==> config.mk <==
export PLATFORM = sky130hd
export DESIGN_NAME = gate_drive_ctrl
export DESIGN_NICKNAME = d
export VERILOG_FILES = /design/src/rtl/gdc_pkg.sv /design/src/rtl/gdc_sync.sv /design/src/rtl/gdc_arm.sv /design/src/rtl/gdc_blank.sv /design/src/rtl/gate_drive_ctrl.sv
export SDC_FILE = /design/constraint.sdc
export NUM_CORES = 1
export LEC_CHECK = 0
export BUFFER_PORTS_ARGS = -buffer_cell sky130_fd_sc_hd__buf_4
export CAP_MARGIN = 20
export CORE_MARGIN = 2
export CORE_UTILIZATION = 45
export CTS_BUF_LIST = sky130_fd_sc_hd__clkbuf_8
export CTS_CLUSTER_DIAMETER = 40
export DETAILED_ROUTE_END_ITERATION = 16
export HOLD_SLACK_MARGIN = 0.02
export PLACE_DENSITY_LB_ADDON = 0.3
export SLEW_MARGIN = 0
export SYNTH_ARGS = -nofsm -noshare
export SYNTH_HDL_FRONTEND = slang
export SYNTH_HIERARCHICAL = 1
export SYNTH_SLANG_ARGS = --single-unit
==> constraint.sdc <==
create_clock -name clk -period 3.36 [get_ports clk]
set_input_delay 0.336 -clock clk [delete_from_list [all_inputs] [get_ports clk]]
set_output_delay 0.336 -clock clk [all_outputs]
set_load 0.05 [all_outputs]
==> src/rtl/gdc_pkg.sv <==
package gdc_pkg;

    localparam int unsigned SYNC_W   = 7;
    localparam int unsigned IX_POS   = 0;
    localparam int unsigned IX_NEG   = 1;
    localparam int unsigned IX_VDD   = 2;
    localparam int unsigned IX_VEE   = 3;
    localparam int unsigned IX_PUMP  = 4;
    localparam int unsigned IX_THERM = 5;
    localparam int unsigned IX_DESAT = 6;

    // idle levels: inverting command rests high, everything else low
    localparam logic [SYNC_W-1:0] SYNC_IDLE = 7'b000_0010;

    typedef struct packed {
        logic cmd;
        logic armed;
    } arm_state_t;

    typedef struct packed {
        logic drive;
    } top_state_t;

endpackage

==> src/rtl/gdc_sync.sv <==
module gdc_sync #(
    parameter int unsigned         W       = 1,
    parameter logic [W-1:0]        IDLE    = '0
) (
    input  logic         clk,
    input  logic         rst_n,
    input  logic [W-1:0] async_i,
    output logic [W-1:0] sync_o
);
    typedef struct packed {
        logic [W-1:0] meta;
        logic [W-1:0] stable;
    } sync_state_t;

    sync_state_t s_d, s_q;

    always_comb begin
        s_d        = s_q;
        s_d.meta   = async_i;
        s_d.stable = s_q.meta;
    end

    always_ff @(posedge clk or negedge rst_n) begin
        if (!rst_n) begin
            s_q.meta   <= IDLE;
            s_q.stable <= IDLE;
        end else begin
            s_q <= s_d;
        end
    end

    assign sync_o = s_q.stable;
endmodule

==> src/rtl/gdc_arm.sv <==
module gdc_arm
    import gdc_pkg::*;
(
    input  logic clk,
    input  logic rst_n,
    input  logic cmd_s,
    input  logic vdd_s,
    input  logic vee_s,
    input  logic pump_s,
    input  logic therm_s,
    output logic ready_o,
    output logic arm_next_o,
    output logic rise_o
);
    arm_state_t a_d, a_q;
    logic ready, rise;

    always_comb begin
        ready    = vdd_s & (vee_s | pump_s) & ~therm_s;
        rise     = cmd_s & ~a_q.cmd;
        a_d      = a_q;
        a_d.cmd  = cmd_s;
        a_d.armed = ready & (a_q.armed | rise);
    end

    always_ff @(posedge clk or negedge rst_n) begin
        if (!rst_n) begin
            a_q <= '0;
        end else begin
            a_q <= a_d;
        end
    end

    assign ready_o    = ready;
    assign arm_next_o = a_d.armed;
    assign rise_o     = rise;

    // arming is lost one cycle after readiness drops
    assert_disarm_R9: assert property (@(posedge clk) disable iff (!rst_n)
        !ready |=> !a_q.armed);

    // a fresh arm needs a rising request edge
    assert_arm_on_edge_R5: assert property (@(posedge clk) disable iff (!rst_n)
        $rose(a_q.armed) |-> ($past(cmd_s) && !$past(a_q.cmd)));
endmodule

==> src/rtl/gdc_blank.sv <==
module gdc_blank #(
    parameter int unsigned BLANK_CYC = 50
) (
    input  logic clk,
    input  logic rst_n,
    input  logic drive_q,
    input  logic cmd_s,
    input  logic desat_s,
    output logic fault_next_o,
    output logic fault_o,
    output logic blank_done_o
);
    localparam int unsigned CNT_W = $clog2(BLANK_CYC + 1);
    localparam logic [CNT_W-1:0] CNT_END = CNT_W'(BLANK_CYC);

    typedef struct packed {
        logic [CNT_W-1:0] cnt;
        logic             fault;
    } blank_state_t;

    blank_state_t b_d, b_q;
    logic done;

    always_comb begin
        done = (b_q.cnt == CNT_END);
        b_d  = b_q;
        if (!drive_q) begin
            b_d.cnt = '0;
        end else if (!done) begin
            b_d.cnt = b_q.cnt + 1'b1;
        end
        b_d.fault = cmd_s & (b_q.fault | (drive_q & done & desat_s));
    end

    always_ff @(posedge clk or negedge rst_n) begin
        if (!rst_n) begin
            b_q <= '0;
        end else begin
            b_q <= b_d;
        end
    end

    assign fault_next_o = b_d.fault;
    assign fault_o      = b_q.fault;
    assign blank_done_o = done;

    assert_no_trip_in_blank_R7: assert property (@(posedge clk) disable iff (!rst_n)
        (drive_q && !done && !b_q.fault) |=> !b_q.fault);

    assert_fault_clears_R8: assert property (@(posedge clk) disable iff (!rst_n)
        !cmd_s |=> !b_q.fault);
endmodule

==> src/rtl/gate_drive_ctrl.sv <==
module gate_drive_ctrl
    import gdc_pkg::*;
#(
    parameter int unsigned BLANK_CYC = 50
) (
    input  logic clk,
    input  logic rst_n,
    input  logic cmd_pos_i,
    input  logic cmd_neg_i,
    input  logic vdd_ok_i,
    input  logic vee_ok_i,
    input  logic pump_off_i,
    input  logic therm_sd_i,
    input  logic desat_i,
    output logic drive_o,
    output logic off_flag_o
);
    logic [SYNC_W-1:0] raw, syn;
    logic cmd_s, ready, arm_next, rise, fault_next, fault_q, blank_done;
    top_state_t t_d, t_q;

    assign raw[IX_POS]   = cmd_pos_i;
    assign raw[IX_NEG]   = cmd_neg_i;
    assign raw[IX_VDD]   = vdd_ok_i;
    assign raw[IX_VEE]   = vee_ok_i;
    assign raw[IX_PUMP]  = pump_off_i;
    assign raw[IX_THERM] = therm_sd_i;
    assign raw[IX_DESAT] = desat_i;

    gdc_sync #(.W(SYNC_W), .IDLE(SYNC_IDLE)) u_sync (
        .clk(clk), .rst_n(rst_n), .async_i(raw), .sync_o(syn)
    );

    assign cmd_s = syn[IX_POS] & ~syn[IX_NEG];

    gdc_arm u_arm (
        .clk(clk), .rst_n(rst_n), .cmd_s(cmd_s),
        .vdd_s(syn[IX_VDD]), .vee_s(syn[IX_VEE]), .pump_s(syn[IX_PUMP]),
        .therm_s(syn[IX_THERM]),
        .ready_o(ready), .arm_next_o(arm_next), .rise_o(rise)
    );

    gdc_blank #(.BLANK_CYC(BLANK_CYC)) u_blank (
        .clk(clk), .rst_n(rst_n), .drive_q(t_q.drive), .cmd_s(cmd_s),
        .desat_s(syn[IX_DESAT]), .fault_next_o(fault_next),
        .fault_o(fault_q), .blank_done_o(blank_done)
    );

    always_comb begin
        t_d       = t_q;
        t_d.drive = arm_next & cmd_s & ~fault_next;
    end

    always_ff @(posedge clk or negedge rst_n) begin
        if (!rst_n) begin
            t_q <= '0;
        end else begin
            t_q <= t_d;
        end
    end

    assign drive_o    = t_q.drive;
    assign off_flag_o = ~t_q.drive;

    assert_cmd_R1: assert property (@(posedge clk) disable iff (!rst_n)
        t_q.drive |-> $past(cmd_s));

    assert_needs_ready_R3: assert property (@(posedge clk) disable iff (!rst_n)
        t_q.drive |-> $past(ready));

    assert_edge_start_R5: assert property (@(posedge clk) disable iff (!rst_n)
        $rose(t_q.drive) |-> $past(rise) || !$past(fault_q));

    assert_blank_hold_R7: assert property (@(posedge clk) disable iff (!rst_n)
        (t_q.drive && !blank_done && cmd_s && ready) |=> t_q.drive);

    assert_fault_off_R8: assert property (@(posedge clk) disable iff (!rst_n)
        fault_q |-> !t_q.drive);

    assert_force_off_R9: assert property (@(posedge clk) disable iff (!rst_n)
        !ready |=> !t_q.drive);
endmodule

* Word-level counts from Yosys, hierarchy flattened
Index checks and enable logic that the tools add are counted.
** Word-level totals
- Flip-flop bits (word level) :: 24
- Logic and storage cells :: 30
- Input port bits :: 9
- Output and inout bits :: 2
** Operators by class
- Multiplexer cells :: 2
- Eq/ne operators :: 2
- Bitwise gates (word level) :: 18
- Add/subtract/negate cells :: 1
** Operator list (count)
- 2-to-1 mux 6 bit :: 2
- AND 1 bit :: 10
- adder 6 x 1 -> 6 bit, second input constant :: 1
- == test 6 bit, second input constant :: 1
- NOT 1 bit :: 5
- OR 1 bit :: 3
- != test 2 bit, second input constant :: 1

* Longest topological paths before layout
- Depth in word-level cells :: 7
- Gate-level depth with buffers :: 6
- Mapped depth without buffers :: 6

* Cells and area by module
The synthesis kept the hierarchy.
** By module, submodules not included
- gdc_blank :: times used 1, area an instance 360.3 um^2, cells each 35, sequential area each 175.2 um^2
- gdc_sync :: times used 1, area an instance 352.8 um^2, cells each 14, sequential area each 352.8 um^2
- gdc_arm :: times used 1, area an instance 91.3 um^2, cells each 6, sequential area each 50.0 um^2
- gate_drive_ctrl :: times used 1, area an instance 50.0 um^2, cells each 4, sequential area each 25.0 um^2

* Worst setup path after synthesis
No wires, ideal clock.
- Kind :: register -> register
- Start :: register u_blank/b_q[1] in the netlist's numbering
- End :: register t_q (netlist: drive_o)
- Arrival :: 1.456 ns
- Cell stages (with the launch flop) :: 7
- Clock period less this slack :: 1.577 ns
- Path slack :: 1.783 ns
- Path through :: dfrtp_1 > inv_1 > ha_1 > nand4b_1 > or2_2 > o21ai_0 > and4bb_2
** On the way
- Word-level cells in the longest chain between the ends :: 7
** RTL lines
- from (decl) :: line gdc_blank.sv:21 : blank_state_t b_d, b_q;
- from (signal assigned) :: line gdc_blank.sv:37 : b_q <= '0;
- from (signal assigned) :: line gdc_blank.sv:39 : b_q <= b_d;
- == test 6 bit :: line gdc_blank.sv:25 : done = (b_q.cnt == CNT_END);
- AND 1 bit (2 in series) :: line gdc_blank.sv:32 : b_d.fault = cmd_s & (b_q.fault | (drive_q & done & desat_s));
- OR 1 bit :: line gdc_blank.sv:32
- AND 1 bit :: line gdc_blank.sv:32
- via fault_next :: line gate_drive_ctrl.sv:19 : logic cmd_s, ready, arm_next, rise, fault_next, fault_q, blank_done;
- NOT 1 bit :: line gate_drive_ctrl.sv:51 : t_d.drive = arm_next & cmd_s & ~fault_next;
- AND 1 bit :: line gate_drive_ctrl.sv:51
- via t_d :: line gate_drive_ctrl.sv:20 : top_state_t t_d, t_q;
- to (signal assigned) :: line gate_drive_ctrl.sv:58 : t_q <= t_d;
- to (decl) :: line gate_drive_ctrl.sv:20
The timed path passes the listed nets, and every way through them passes these cells.
A chain may end at the register's enable or synchronous reset.

* Final worst setup path
Ends and elaborated chain as after synthesis.

==> impl_metrics.toml <==
[critical_path]
cpPeakStageDelay_ns = 0.44
path_buf_inv = 1
cp-start-kind = "flop"
critical_path.cell_chain = "inv_1 > ha_1 > nand4b_1 > or2_2 > o21ai_0 > and4bb_2"
worst-setup-path-type = "flop to flop"
reg2regPathDepth = 6
reg2reg_slack_ns = 1.65
r2r-start = "u_blank/b_q[1]$_DFFE_PN0P_"
cp_top_family = "simple AND/OR/NAND/NOR gates"
worstPathRequired_ns = 3.52
crit_path_max_fanout = 5
cp.arrival_ns = 1.87
reg2reg_to = "drive_o$_DFF_PN0_"
crit_path_top_delay_cell = "dfrtp_1"
worstSetupEndpointType = "flop"

[synthesis]
synth.cell_area_um2 = 843
netlist_instances = 57
syn_nets = 68
avgSynthCellArea_um2 = 14.8
ys_warn_count = 6

[detailed_routing]
route.detailed.drc = 0
vias = 475
wl_um = 1210
wl_per_cell_um = 12.5
drt_iter0_drc = 2
ant_nets = 0
vias_per_cell = 4.90
dr.pass1.iters = 4

[die]
start_util_pct = 48.3
die_h_um = 47.3
core_um2 = 1750
die-area_um2 = 2240
rows = 15
die_width_um = 47.3
io_pins = 11

[hold_path]
hold_path_end = "u_sync/s_d[1]$_DFF_PN1_"
min_from = "cmd_neg_i"
hold_class = "input port to flop"
whs_path_depth = 1

[timing]
fin_crit_ns = 1.71
setup_viol = 0
final-hold-violation-count = 0
finalCritPeriodShare_pct = 50.9
worstMarginPinSlew_ns = 0.289
grt_setup_unrepaired = "false"
skew_ns = 0.000773
slew_violations = 0
relSlewSlack_pct = 80.7
fin_setup_tns_ns = 0
fmax_ghz = 0.584
setup_ws_ns = 1.65

[finish]
final_cell_mix = "22 x dfrtp_1, 10 x buf_4, 3 x clkbuf_8, 3 x nand2_1, 3 x o21ai_0"
fin_area_um2 = 1030
drive_gt1_share_pct = 30.6
final_cells = 97
area_growth_pct = 22.3
antennaDiodeCount = 0
layout_commonest_cell = "dfrtp_1"
nets = 84
final_util_pct = 59.1

[placed_design]
gp_congestion = 0.671
dpl.cell_count = 92
post-dp-hpwl_um = 786
place_ws_ns = 1.67
port_buffers = 10
dpl-instance-area_um2 = 950

[clock_network]
clkSlewWorstSetupHoldPaths_ns = 0.08
clock_latency_ns = 0.26
htreeDepth = 1
cts_tree = "yes"
clk_path_buf_depth = 2
cts_root_buf = "clkbuf_8"
numCtsBuffers = 3
clock-sinks = 24

[power]
p_leak_nw = 0.456
max-vdd-ir-drop_mv = 0.345
power_density_nw_per_um2 = 551

[grt]
grt_pass1_wl_um = 1860
antenna_found_initial = 0
grt_pass1_vias = 448
grt_max_degree = 25
overflow = 0
grt_use_total_pct = 12.6

[flow_run]
cap_viol_max_count = 0

[run_status]
status = "complete, no violations"
-- timing repair --
action                    4_1_cts  5_1_grt
setup buffers                   0        0
hold buffers                    1        0
gates resized for setup         0        0
hold endpoints to repair       22        0
-- area by class of cell --
class,count,area (um2)
clock buffers,3,41.3
clock inverters,1,30.0
fillers,141,714
inverters,2,7.51
multi-input cells,31,233
flip-flops and latches,24,603
well taps,25,31.3
repair buffers,11,85.1
-- how the worst max path moves through the flow --
stage                        endpoint                       start  slack [ns]  depth (start not counted)
global placement    drive_o$_DFF_PN0_  u_blank/b_q[1]$_DFFE_PN0P_        1.75                          6
detailed placement  drive_o$_DFF_PN0_  u_blank/b_q[1]$_DFFE_PN0P_        1.67                          6
CTS                 drive_o$_DFF_PN0_  u_blank/b_q[1]$_DFFE_PN0P_        1.66                          6
floorplan           drive_o$_DFF_PN0_  u_blank/b_q[1]$_DFFE_PN0P_        1.80                          6
global route        drive_o$_DFF_PN0_  u_blank/b_q[1]$_DFFE_PN0P_        1.57                          6
finish              drive_o$_DFF_PN0_  u_blank/b_q[1]$_DFFE_PN0P_        1.65                          6
-- power breakdown --
part	internal, mW	switching, mW
clock	0.159	0.0889
sequential	0.299	0.00328
combinational	0.00941	0.00827
-- metrics by stage --
| stage | power [mW] | hold WS, ns |
|---|---|---|
| after floorplan | 0.311 | 0.0404 |
| after global placement | 0.325 | 0.242 |
| after detailed placement | 0.325 | 0.246 |
| after CTS | 0.574 | 0.167 |
| after global routing | 0.586 | 0.159 |
| final | 0.568 | 0.171 |
-- routing by layer --
| layer | share of wire, % | wire, um | global-route usage (%) |
|---|---|---|---|
| met5 | 0 | 0 | 0 |
| met4 | 1.9 | 23 | 6.67 |
| met3 | 6.1 | 74 | 4.62 |
| met2 | 45 | 550 | 18.4 |
| met1 | 46 | 563 | 16.4 |
-- registers in the layout, indices dropped and copies added (netlist names) --
register / flops
u_blank/fault_o: 1
u_sync/sync_o: 7
u_arm/a_q: 2
drive_o: 1
u_sync/s_d: 7
u_blank/b_q: 6
No activity file was read; power rests on OpenSTA's default activity.
